===== src/rtl/rip_pkg.sv =====
package rip_pkg;

    typedef enum logic [2:0] {
        ST_IDLE,
        ST_FENCE,
        ST_IDX,
        ST_IDX_WAIT,
        ST_DONE
    } rip_state_e;

    localparam logic [3:0] STRB_LO = 4'b0011;
    localparam logic [3:0] STRB_HI = 4'b1100;

endpackage


===== src/rtl/rip_slot_map.sv =====
module rip_slot_map #(
    parameter int              QSIZE     = 8,
    parameter int              AW        = 32,
    parameter logic [AW-1:0]   BASE_ADDR = 'h1000,
    localparam int             QW        = $clog2(QSIZE)
) (
    input  logic [QW-1:0] slot,
    input  logic [15:0]   value,
    input  logic          is_idx,
    output logic [AW-1:0] addr,
    output logic [31:0]   data,
    output logic [3:0]    strb
);
    import rip_pkg::*;

    logic [AW-1:0] word_off;
    logic          upper;

    generate
        if (QW == 1) begin : g_single_word
            assign word_off = '0;
        end else begin : g_multi_word
            assign word_off = AW'(slot[QW-1:1]);
        end
    endgenerate

    always_comb begin
        upper = is_idx | slot[0];
        if (is_idx) begin
            addr = BASE_ADDR;
        end else begin
            addr = BASE_ADDR + AW'(4) + (word_off << 2);
        end
        strb = upper ? STRB_HI : STRB_LO;
        data = upper ? {value, 16'h0000} : {16'h0000, value};
    end

endmodule


===== src/rtl/rip_outstanding.sv =====
module rip_outstanding #(
    parameter int CW = 4
) (
    input  logic          clk,
    input  logic          rst_n,
    input  logic          inc,
    input  logic          dec,
    output logic [CW-1:0] count
);
    logic [CW-1:0] cnt_d, cnt_q;

    always_comb begin
        cnt_d = cnt_q;
        if (inc && !dec) begin
            cnt_d = cnt_q + CW'(1);
        end else if (dec && !inc) begin
            cnt_d = cnt_q - CW'(1);
        end
    end

    always_ff @(posedge clk) begin
        if (!rst_n) begin
            cnt_q <= '0;
        end else begin
            cnt_q <= cnt_d;
        end
    end

    assign count = cnt_q;

endmodule


===== src/rtl/ring_idx_producer.sv =====
module ring_idx_producer
    import rip_pkg::*;
#(
    parameter int            QSIZE     = 8,
    parameter int            AW        = 32,
    parameter logic [AW-1:0] BASE_ADDR = 'h1000,
    parameter logic [15:0]   IDX_RESET = 16'h0000
) (
    input  logic          clk,
    input  logic          rst_n,
    input  logic          head_valid,
    output logic          head_ready,
    input  logic [15:0]   head_num,
    input  logic          pub_valid,
    output logic          pub_ready,
    output logic          pub_done,
    output logic [15:0]   pub_idx,
    output logic          mem_wr_valid,
    input  logic          mem_wr_ready,
    output logic [AW-1:0] mem_wr_addr,
    output logic [31:0]   mem_wr_data,
    output logic [3:0]    mem_wr_strb,
    input  logic          mem_wr_done
);
    localparam int QW = $clog2(QSIZE);
    localparam int CW = QW + 1;
    localparam logic [CW-1:0] FULL_CNT = CW'(QSIZE);

    typedef struct packed {
        rip_state_e    state;
        logic [15:0]   idx;
        logic [CW-1:0] added;
        logic          wr_pend;
        logic          wr_is_idx;
        logic [AW-1:0] wr_addr;
        logic [31:0]   wr_data;
        logic [3:0]    wr_strb;
    } regs_t;

    localparam regs_t REGS_RESET = '{
        state:     ST_IDLE,
        idx:       IDX_RESET,
        added:     '0,
        wr_pend:   1'b0,
        wr_is_idx: 1'b0,
        wr_addr:   '0,
        wr_data:   '0,
        wr_strb:   '0
    };

    regs_t r_d, r_q;

    logic [15:0]   sum_idx;
    logic [QW-1:0] slot;
    logic [15:0]   map_value;
    logic          map_is_idx;
    logic [AW-1:0] map_addr;
    logic [31:0]   map_data;
    logic [3:0]    map_strb;
    logic [CW-1:0] ring_out;
    logic          head_acc;
    logic          pub_acc;
    logic          wr_acc;
    logic          fence_clear;
    logic          out_inc;
    logic          out_dec;

    // Next slot and candidate index share one adder
    assign sum_idx    = r_q.idx + 16'(r_q.added);
    assign slot       = sum_idx[QW-1:0];
    assign map_is_idx = (r_q.state == ST_FENCE);
    assign map_value  = map_is_idx ? sum_idx : head_num;

    rip_slot_map #(
        .QSIZE     (QSIZE),
        .AW        (AW),
        .BASE_ADDR (BASE_ADDR)
    ) slot_map_i (
        .slot   (slot),
        .value  (map_value),
        .is_idx (map_is_idx),
        .addr   (map_addr),
        .data   (map_data),
        .strb   (map_strb)
    );

    // Ring-entry writes accepted but not yet completed
    assign out_inc = wr_acc && !r_q.wr_is_idx;
    assign out_dec = mem_wr_done && (r_q.state != ST_IDX_WAIT);

    rip_outstanding #(
        .CW (CW)
    ) outstanding_i (
        .clk   (clk),
        .rst_n (rst_n),
        .inc   (out_inc),
        .dec   (out_dec),
        .count (ring_out)
    );

    always_comb begin
        head_ready  = (r_q.state == ST_IDLE) && !r_q.wr_pend && (r_q.added < FULL_CNT);
        pub_ready   = (r_q.state == ST_IDLE);
        head_acc    = head_valid && head_ready;
        pub_acc     = pub_valid && pub_ready;
        wr_acc      = r_q.wr_pend && mem_wr_ready;
        fence_clear = !r_q.wr_pend && (ring_out == '0);

        r_d = r_q;
        if (wr_acc) begin
            r_d.wr_pend = 1'b0;
        end

        case (r_q.state)
            ST_IDLE: begin
                if (head_acc) begin
                    r_d.wr_pend   = 1'b1;
                    r_d.wr_is_idx = 1'b0;
                    r_d.wr_addr   = map_addr;
                    r_d.wr_data   = map_data;
                    r_d.wr_strb   = map_strb;
                    r_d.added     = r_q.added + CW'(1);
                end
                if (pub_acc) begin
                    if ((r_q.added == '0) && !head_acc) begin
                        r_d.state = ST_DONE;
                    end else begin
                        r_d.state = ST_FENCE;
                    end
                end
            end
            ST_FENCE: begin
                if (fence_clear) begin
                    r_d.wr_pend   = 1'b1;
                    r_d.wr_is_idx = 1'b1;
                    r_d.wr_addr   = map_addr;
                    r_d.wr_data   = map_data;
                    r_d.wr_strb   = map_strb;
                    r_d.state     = ST_IDX;
                end
            end
            ST_IDX: begin
                if (wr_acc) begin
                    r_d.state = ST_IDX_WAIT;
                end
            end
            ST_IDX_WAIT: begin
                if (mem_wr_done) begin
                    r_d.idx   = sum_idx;
                    r_d.added = '0;
                    r_d.state = ST_DONE;
                end
            end
            ST_DONE: begin
                r_d.state = ST_IDLE;
            end
            default: begin
                r_d.state = ST_IDLE;
            end
        endcase
    end

    always_ff @(posedge clk) begin
        if (!rst_n) begin
            r_q <= REGS_RESET;
        end else begin
            r_q <= r_d;
        end
    end

    assign pub_done     = (r_q.state == ST_DONE);
    assign pub_idx      = r_q.idx;
    assign mem_wr_valid = r_q.wr_pend;
    assign mem_wr_addr  = r_q.wr_addr;
    assign mem_wr_data  = r_q.wr_data;
    assign mem_wr_strb  = r_q.wr_strb;

endmodule


===== config.mk =====
export PLATFORM = sky130hd
export DESIGN_NAME = ring_idx_producer
export DESIGN_NICKNAME = d
export VERILOG_FILES = /design/src/rtl/rip_pkg.sv /design/src/rtl/rip_slot_map.sv /design/src/rtl/rip_outstanding.sv /design/src/rtl/ring_idx_producer.sv
export SDC_FILE = /design/constraint.sdc
export NUM_CORES = 1
export LEC_CHECK = 0
export ABC_AREA = 1
export BUFFER_PORTS_ARGS = -buffer_cell sky130_fd_sc_hd__buf_4
export CAP_MARGIN = 20
export CORE_AREA = 2 2 101 112
export DETAILED_ROUTE_END_ITERATION = 8
export DIE_AREA = 0 0 103 114
export PLACE_DENSITY_LB_ADDON = 0.05
export RECOVER_POWER = 25
export SETUP_SLACK_MARGIN = 0.05
export SLEW_MARGIN = 40
export SYNTH_ARGS = -nofsm -noshare
export SYNTH_HDL_FRONTEND = slang
export SYNTH_SLANG_ARGS = --single-unit

===== constraint.sdc =====
create_clock -name clk -period 5.1 [get_ports clk]
set_input_delay 0.51 -clock clk [delete_from_list [all_inputs] [get_ports clk]]
set_output_delay 0.51 -clock clk [all_outputs]
set_load 0.005 [all_outputs]

Word-level counts from Yosys, hierarchy flattened
Index checks and enable logic that the tools add are counted.
{"block": "op_classes", "n_mux": 17, "reduce_logical": 26, "bitwise_logic": 1, "order_cmp": 1, "add_sub_neg": 5, "eq_ne": 10}
{"operator": "$pmux W70 S2", "n": 1}
{"operator": "$mux W74", "n": 1}
{"operator": "$mux W70", "n": 1}
{"operator": "$mux W32", "n": 1}
{"operator": "$mux W23", "n": 1}
{"operator": "$add A16 B4 Y16", "n": 1}
{"operator": "$mux W16", "n": 1}
{"operator": "$add A13 B4 Y14 const A", "n": 1}
{"operator": "$mux W14", "n": 1}
{"operator": "$mux W3", "n": 4}
{"operator": "$mux W4", "n": 3}
{"operator": "$pmux W3 S4", "n": 1}
{"operator": "$logic_and A1 B1 Y1", "n": 11}
{"operator": "$add A4 B1 Y4 const B", "n": 2}
{"operator": "$logic_not A4 Y1", "n": 2}
{"operator": "$pmux W4 S2", "n": 1}
{"operator": "$eq A3 B2 Y1 const B", "n": 2}
{"operator": "$ne A2 B1 Y1 const B", "n": 3}
{"operator": "$reduce_and A3 Y1", "n": 2}
{"operator": "$reduce_bool A2 Y1", "n": 3}
{"operator": "$logic_not A1 Y1", "n": 5}
{"operator": "$lt A4 B4 Y1 const B", "n": 1}
{"operator": "$ne A2 B2 Y1 const B", "n": 2}
{"operator": "$reduce_and A4 Y1", "n": 1}
{"operator": "other kinds (8)", "n": 8}
{"block": "word_totals", "regBits": 97, "word_cells": 69, "inputBits": 22, "output_inout_bits": 88}

Longest topological paths before layout
Gate-level depths: netlist of run 1.
{"block": "depth", "word_depth": 9, "depth_mapped": 16}

Modules after synthesis
From an unflattened synthesis of run 1, not the netlist that was laid out.
{"block": "unflattened", "hier_cells": 824, "area_unflattened_um2": 5632.9}
{"module": "ring_idx_producer", "area_per_inst_um2": 4852.2, "cells_each": 692, "n_inst": 1}
{"module": "rip_slot_map", "area_per_inst_um2": 511.7, "cells_each": 94, "n_inst": 1}
{"module": "rip_outstanding", "area_per_inst_um2": 269.0, "cells_each": 38, "n_inst": 1}

Worst setup path before layout of run 1
OpenSTA, ideal clock, no wires.
{"block": "synth_path", "path_kind": "register -> register", "from": "register r_q[90] in the netlist's numbering", "to": "register outstanding_i.cnt_q[3] (netlist: outstanding_i.count[3])", "arrival_ns": 1.829, "t_required_ns": 4.987, "setup_ns": 0.113, "path_stages_with_launch": 16, "setup_slack_ns": 3.158, "path_buffers": 0, "path_cell_list": "dfxtp_1 > inv_1 > nor3_2 > inv_2 > nand2_1 > ha_1 > inv_1 > ha_1 > nand2_1 > nand2_1 > a21oi_1 > nor2_1 > nor2_1 > nand2_1 > nor2_1 > nor2_1"}
{"block": "synth_between", "elab_chain_len": 5, "elab_cells_between_ends": 7, "classes_between": "1 x eq/ne; 1 x mux; 5 x reduce/logical"}
{"item": "start, declared", "line": "ring_idx_producer.sv:51", "text": "regs_t r_d, r_q;"}
{"item": "start signal, assigned", "line": "ring_idx_producer.sv:167", "text": "r_q <= r_d;"}
{"item": "$ne A3 B2 Y1 (*)", "line": "ring_idx_producer.sv:89", "text": "assign out_dec = mem_wr_done && (r_q.state != ST_IDX_WAIT);"}
{"item": "$logic_and A1 B1 Y1 (*)", "line": "ring_idx_producer.sv:89"}
{"item": "$logic_not A1 Y1", "line": "rip_outstanding.sv:14", "text": "if (inc && !dec) begin"}
{"item": "$logic_and A1 B1 Y1", "line": "rip_outstanding.sv:14"}
{"item": "$mux W4 or $reduce_bool A2 Y1 (tied branches)"}
{"item": "end signal, assigned", "line": "rip_outstanding.sv:25", "text": "cnt_q <= cnt_d;"}
{"item": "end, declared", "line": "rip_outstanding.sv:10", "text": "logic [CW-1:0] cnt_d, cnt_q;"}
Mark *: on every way between the ends. The rest lies on a longest branch, timed or not.
A chain may end at the register's enable or synchronous reset.

Final worst setup path of run 1
Ends and elaborated chain as after synthesis.

==> results of run 1 <==
layer usage:
| metal | routed length, microns | part of all wire (%) | up-vias |
|---|---|---|---|
| li1 | - | - | 1788 |
| met3 | 583 | 5.8 | 11 |
| met2 | 4240 | 42 | 90 |
| met1 | 5130 | 51 | 1517 |
| met4 | 173 | 1.7 | 0 |
| met5 | 0 | 0 | - |
layout by cell type, fill, tap and decap left out, drive strengths merged, types with 3 or more instances in the layout:
| cell | instances |
|---|---|
| clkinv | 4 |
| nor2 | 39 |
| conb | 28 |
| ha | 10 |
| a211oi | 3 |
| o211ai | 8 |
| a21oi | 58 |
| or2 | 11 |
| nand2 | 139 |
| nand3 | 36 |
| buf | 50 |
| nor3 | 7 |
| inv | 59 |
| clkbuf | 42 |
| o21ai | 26 |
| dfxtp | 67 |
| xor2 | 4 |
| nand4 | 6 |
sequential cells by signal, summed over array words and instances, names as in the netlist:
signal	count
mem_wr_valid	1
pub_idx	16
mem_wr_strb	2
mem_wr_addr	4
r_q	8
outstanding_i.count	4
mem_wr_data	32
power groups by stage:
stage	logic [uW]	registers, uW	clock network (uW)
3_5_place_dp	933	764	0
4_1_cts	937	754	701
2_1_floorplan	781	726	0
6_report	914	750	686
3_3_place_gp	927	761	0
5_1_grt	1040	767	722
metrics by stage:
| step | std cells | setup WS [ns] | cell area [sq um] | total power [uW] | hold slack (ns) |
|---|---|---|---|---|---|
| floorplan | 611 | 3.16 | 4250 | 1510 | 0.440 |
| global placement | 737 | 2.90 | 4290 | 1690 | 0.450 |
| detailed placement | 737 | 2.90 | 4290 | 1700 | 0.454 |
| CTS | 753 | 2.87 | 4620 | 2390 | 0.436 |
| global route | 753 | 2.65 | 4600 | 2530 | 0.448 |
| finish | 753 | 2.89 | 4600 | 2350 | 0.441 |
layout make-up:
| cell class | instances | area, sq um |
|---|---|---|
| tap | 147 | 184 |
| inverter | 60 | 226 |
| clock inverter | 5 | 75.1 |
| timing repair buffer | 81 | 586 |
| fill | 1209 | 6110 |
| sequential | 67 | 1340 |
| clock buffer | 11 | 253 |
| multi-input combinational | 382 | 1930 |
logic make-up after synthesis:
logic type | synth area share (%)
adder cells (fa/ha/maj) | 3.98
flip-flops | 32.3
XOR/XNOR | 1.27
buffers and inverters | 23.5
other | 0.0904
AO/OA/AOI/OAI | 12.7
AND/OR/NAND/NOR | 26.1
how the worst min path moves through the flow:
| stage | endpoint | from | depth (start not counted) | slack [ns] |
|---|---|---|---|---|
| 2_1_floorplan | mem_wr_data[1]$_SDFFE_PN0P_ | mem_wr_data[1]$_SDFFE_PN0P_ | 2 | 0.44 |
| 6_report | mem_wr_data[14]$_SDFFE_PN0P_ | head_num[14] | 3 | 0.44 |
| 3_5_place_dp | mem_wr_data[5]$_SDFFE_PN0P_ | mem_wr_data[5]$_SDFFE_PN0P_ | 2 | 0.45 |
| 3_3_place_gp | mem_wr_data[3]$_SDFFE_PN0P_ | mem_wr_data[3]$_SDFFE_PN0P_ | 2 | 0.45 |
| 4_1_cts | mem_wr_data[14]$_SDFFE_PN0P_ | head_num[14] | 3 | 0.44 |
| 5_1_grt | mem_wr_data[14]$_SDFFE_PN0P_ | head_num[14] | 3 | 0.45 |
critical path: cells and delay by family, from the launching register on:
family                     cells  cell delay [ns]
and+or+nand+nor               10             0.82
adders and majority gates      2             0.47
DFF                            1             0.44
buffers and inverters          3             0.26
AOI/OAI and AO/OA              1             0.18
==> impl_metrics.py, run 1 <==
metrics = {
    "global_route": {
        "met1_usage_pct": 26.2,
        "overflow": 0,
        "use_met2_pct": 24.2,
        "grt_pass1_vias": 2970,
        "grt_pass1_wl_mm": 15.8,
        "grt_use_met3_pct": 2.70,
        "grt_usage_pct": 17.3,
        "grt_max_degree": 46,
        "antenna_found_initial": 0,
        "grt_busiest_layer": "met1",
    },
    "logic_synthesis": {
        "ys_warn_count": 0,
        "synth-edff-count": 0,
        "synthCells": 584,
        "synth.most_common_cell": "nand2_1",
        "synthesis.area_sq_um": 4150,
        "ys_seq_area_share_pct": 32.3,
        "synthFlopType": "dfxtp_1",
        "synth_common_cells": "nand2_1, buf_4, dfxtp_1, a21oi_1, inv_1",
        "synthArstFlopShare_pct": 0,
        "ys_types": 37,
        "synthTopCellsByArea": "dfxtp_1, buf_4, nand2_1, a21oi_1, inv_1",
        "yosys_register_bits": 67,
        "synth_largest_area_cell": "dfxtp_1",
        "syn_avg_cell_area_sq_um": 7.10,
        "synth_top_area_share_pct": 32.3,
    },
    "power_and_ir_drop": {
        "power.density_nw_per_um2": 511,
        "p_sw_share_pct": 37.7,
        "p_sw_uw": 885,
        "internal_power_uw": 1460,
        "pwr-share-clk_pct": 29.2,
        "sequentialPowerShare_pct": 31.9,
        "ir_drop_uv": 242,
        "pwr-share-comb_pct": 38.9,
        "p_leak_uw": 0.00206,
    },
    "die": {
        "die_x_microns": 103,
        "core-area_sq_um": 10700,
        "die_y_microns": 114,
        "io_pins": 110,
        "rows": 40,
        "dieArea_sq_um": 11700,
        "initial_core_util_pct": 38.7,
    },
    "min_path": {
        "hp-class": "in -> reg",
    },
    "timing": {
        "setup_violations": 0,
        "setup-tns-final_ns": 0,
        "fmax_mhz": 451,
        "tightest_slew_ns": 0.786,
        "final.min_clock_period_ns": 2.21,
        "clock_skew_ns": 0.00834,
        "timing.final.crit_share_pct": 43.4,
        "drv_slew": 0,
        "slew_headroom_pct": 47.5,
        "grt_setup_unrepaired": "false",
        "finalHoldViolCount": 0,
    },
    "critical_path": {
        "cp_cell_sequence": "inv_1 -> nor3_2 -> inv_2 -> nand2_1 -> ha_1 -> inv_1 -> ha_1 -> nand2_1 -> nand2_1 -> a21oi_1 -> nor2_1 -> nor2_1 -> nand2_1 -> nand2_1 -> nand2_1 -> nor2_1",
        "regToRegStartpoint": "r_q[90]$_SDFFE_PN0P_",
        "crit_path_start": "r_q[90]$_SDFFE_PN0P_",
        "cp_max_fo": 6,
        "worst_ep_required_time_ns": 5.37,
        "crit_slowest_cell": "dfxtp_1",
        "cp-end-kind": "register",
        "critPathKind": "reg -> reg",
        "crit_path_end": "outstanding_i.count[3]$_SDFFE_PN0P_",
        "worst_r2r_path_depth": 16,
        "cp.arrival_ns": 2.49,
        "r2r_end": "outstanding_i.count[3]$_SDFFE_PN0P_",
        "r2r_slack_ns": 2.89,
        "crit_path_frequent_cell": "nand2_1",
        "worstSetupStartpointType": "register",
        "slowest_delay_ns": 0.44,
    },
    "clock_network": {
        "hold_buffers": 0,
        "h-tree-depth": 3,
        "post_cts.repair.setup_buffers": 0,
        "clock_latency_ns": 0.34,
        "clock_path_buffers": 2,
        "cts.sinks": 67,
        "clockRootBuffer": "clkbuf_16",
        "clk_pin_slew_worst_paths_ns": 0.06,
        "cts_tree": "built",
        "cts_made_buffers": 9,
        "cts_resized": 0,
    },
    "cells_and_area": {
        "antenna_cells": 0,
        "area_delta_synth_final_pct": 10.9,
        "layout.nets": 635,
        "final_util_pct": 42.9,
        "final_layout_size_suffix_gt1_share_pct": 20.5,
    },
    "drt": {
        "wl_per_cell_microns": 13.4,
        "firstDrtPassIters": 4,
        "first_iter_violations": 101,
        "routed_wl_mm": 10.1,
        "ant_nets": 0,
        "route.vias.total": 3406,
        "via_per_inst": 4.52,
        "drc": 0,
    },
    "outcome": {
        "status": "completed",
    },
    "placement": {
        "routabilityCongestion": 0.798,
        "portBuffers": 81,
        "dp_hpwl_mm": 7.32,
    },
    "flow_run": {
        "maxCapViolCount": 0,
    },
}
(Power assumes the default switching activity.)
==> inputs of run 2 (changes only) <==
==> constraint.sdc (replaced) <==
create_clock -name clk -period 2 [get_ports clk]
set_input_delay 0.2 -clock clk [delete_from_list [all_inputs] [get_ports clk]]
set_output_delay 0.2 -clock clk [all_outputs]
set_load 0.005 [all_outputs]
==> impl_metrics.py, run 2 (same netlist as run 1, synthesis figures left out) <==
metrics = {
    "critical_path": {
        "crit_buf_inv": 2,
        "critPathKind": "reg -> reg",
        "cp_top_family": "simple AND/OR/NAND/NOR gates",
        "regToRegStartpoint": "r_q[92]$_SDFFE_PN0P_",
        "cp.arrival_ns": 2.12,
        "crit_path_start": "r_q[92]$_SDFFE_PN0P_",
        "cp-end-kind": "register",
        "crit_slowest_cell": "dfxtp_2",
        "cp_cell_sequence": "nor3_4 -> inv_2 -> nand2_2 -> ha_4 -> inv_4 -> ha_4 -> nand2_2 -> nand2_2 -> a21oi_2 -> nor2_1 -> nor2_1 -> nand2_1 -> nand2_1 -> nand2_1 -> nor2_1",
        "cp_max_fo": 4,
        "worst_ep_required_time_ns": 2.27,
        "worstSetupStartpointType": "register",
        "slowest_delay_ns": 0.34,
        "r2r_slack_ns": 0.16,
    },
    "global_route": {
        "grt_pass1_wl_mm": 16.2,
        "overflow": 0,
        "grt_max_degree": 35,
        "grt_usage_pct": 17.8,
        "antenna_found_initial": 0,
        "grt_pass1_vias": 3167,
    },
    "die": {
        "die_x_microns": 103,
        "initial_core_util_pct": 38.7,
        "die_y_microns": 114,
        "core-area_sq_um": 10700,
        "io_pins": 110,
        "dieArea_sq_um": 11700,
        "rows": 40,
    },
    "drt": {
        "ant_nets": 0,
        "first_iter_violations": 141,
        "drc": 0,
        "route.vias.total": 3539,
        "routed_wl_mm": 10.2,
        "via_per_inst": 4.58,
        "firstDrtPassIters": 4,
        "wl_per_cell_microns": 13.3,
    },
    "outcome": {
        "status": "completed",
    },
    "cells_and_area": {
        "antenna_cells": 0,
        "fillers": 1174,
        "area_delta_synth_final_pct": 16.8,
        "layout.nets": 654,
        "final_common_cell": "nand2_1",
        "register_area_sq_um": 1350,
        "final_layout_size_suffix_gt1_share_pct": 26.1,
        "largest_reg_flops": 32,
        "fin_area_sq_um": 4840,
        "final_cell_mix": "nand2_1, buf_4, dfxtp_1, a21oi_1, inv_1",
        "final_util_pct": 45.2,
        "multi_input_area_sq_um": 2040,
    },
    "timing": {
        "setup_violations": 0,
        "fmax_mhz": 542,
        "final.min_clock_period_ns": 1.84,
        "clock_skew_ns": 0.00674,
        "grt_setup_unrepaired": "true",
        "finalHoldViolCount": 0,
        "holdWs_ns": 0.140,
        "timing.final.crit_share_pct": 92.2,
        "setup_slack_ns": 0.157,
        "drv_slew": 0,
    },
    "power_and_ir_drop": {
        "power.density_nw_per_um2": 1260,
        "p_leak_uw": 0.00214,
        "total_power_uw": 6080,
        "ir_drop_uv": 496,
    },
    "clock_network": {
        "h-tree-depth": 3,
        "cts.sinks": 67,
        "clockRootBuffer": "clkbuf_16",
        "cts_tree": "built",
        "clock_path_buffers": 2,
        "clk_pin_slew_worst_paths_ns": 0.05,
        "cts_made_buffers": 9,
        "hold_buffers": 0,
        "clock_latency_ns": 0.33,
    },
    "min_path": {
        "hp-class": "in -> reg",
        "min_from": "head_num[14]",
    },
    "placement": {
        "placed_area_sq_um": 4450,
        "dp_hpwl_mm": 7.65,
        "pre_cts_ws_ns": -0.00984,
        "portBuffers": 81,
        "routabilityCongestion": 0.777,
    },
    "flow_run": {
        "maxCapViolCount": 0,
    },
}
[run 2: what timing repair did]
action | CTS | global route
buffers inserted | 1 | 2
setup endpoints to repair | 2 | 19
pin swaps | 1 | 10
hold endpoints to repair | 0 | 0
gates resized for setup | 4 | 27
[run 2: layout make-up]
cell class                 instances  area share (%)
clock buffer                      10            4.93
clock inverter                     6            1.14
inverter                          60            4.70
multi-input combinational        382            42.1
sequential                        67            27.8
tap                              147            3.80
timing repair buffer             100            15.6
[run 2: worst paths after layout]
kind                                         end  depth (start not counted)
min reg2reg         mem_wr_data[14]$_SDFFE_PN0P_                          2
max reg2reg  outstanding_i.count[3]$_SDFFE_PN0P_                         15
max          outstanding_i.count[3]$_SDFFE_PN0P_                         15
min                 mem_wr_data[14]$_SDFFE_PN0P_                          3
[run 2: per-layer routing]
metal / vias up / share of wire (%) / GRT usage [%]
li1: 1831 / - / -
met1: 1596 / 49 / 25.5
met2: 103 / 44 / 26.7
met3: 9 / 6.0 / 3.68
met4: 0 / 1.3 / 5.79
met5: - / 0 / 0
[run 2: metrics by stage]
| step | setup TNS (ns) | instances |
|---|---|---|
| after floorplan | 0 | 611 |
| after global placement | 0 | 753 |
| after detailed placement | -0.00984 | 753 |
| after CTS | 0 | 770 |
| after global routing | -0.0345 | 772 |
| final | 0 | 772 |
[run 2: power by group]
part,switching (uW),internal (uW)
clock network,581,987
registers,226,1660
logic,1520,1110
[run 2: worst reg2reg max path, delay by kind of cell, from the launching register on]
family	cells	cell delay, ns
buffers and inverters	2	0.12
flip-flops	1	0.34
adder cells (fa/ha/maj)	2	0.35
AND/OR/NAND/NOR	10	0.84
AO/OA/AOI/OAI	1	0.14
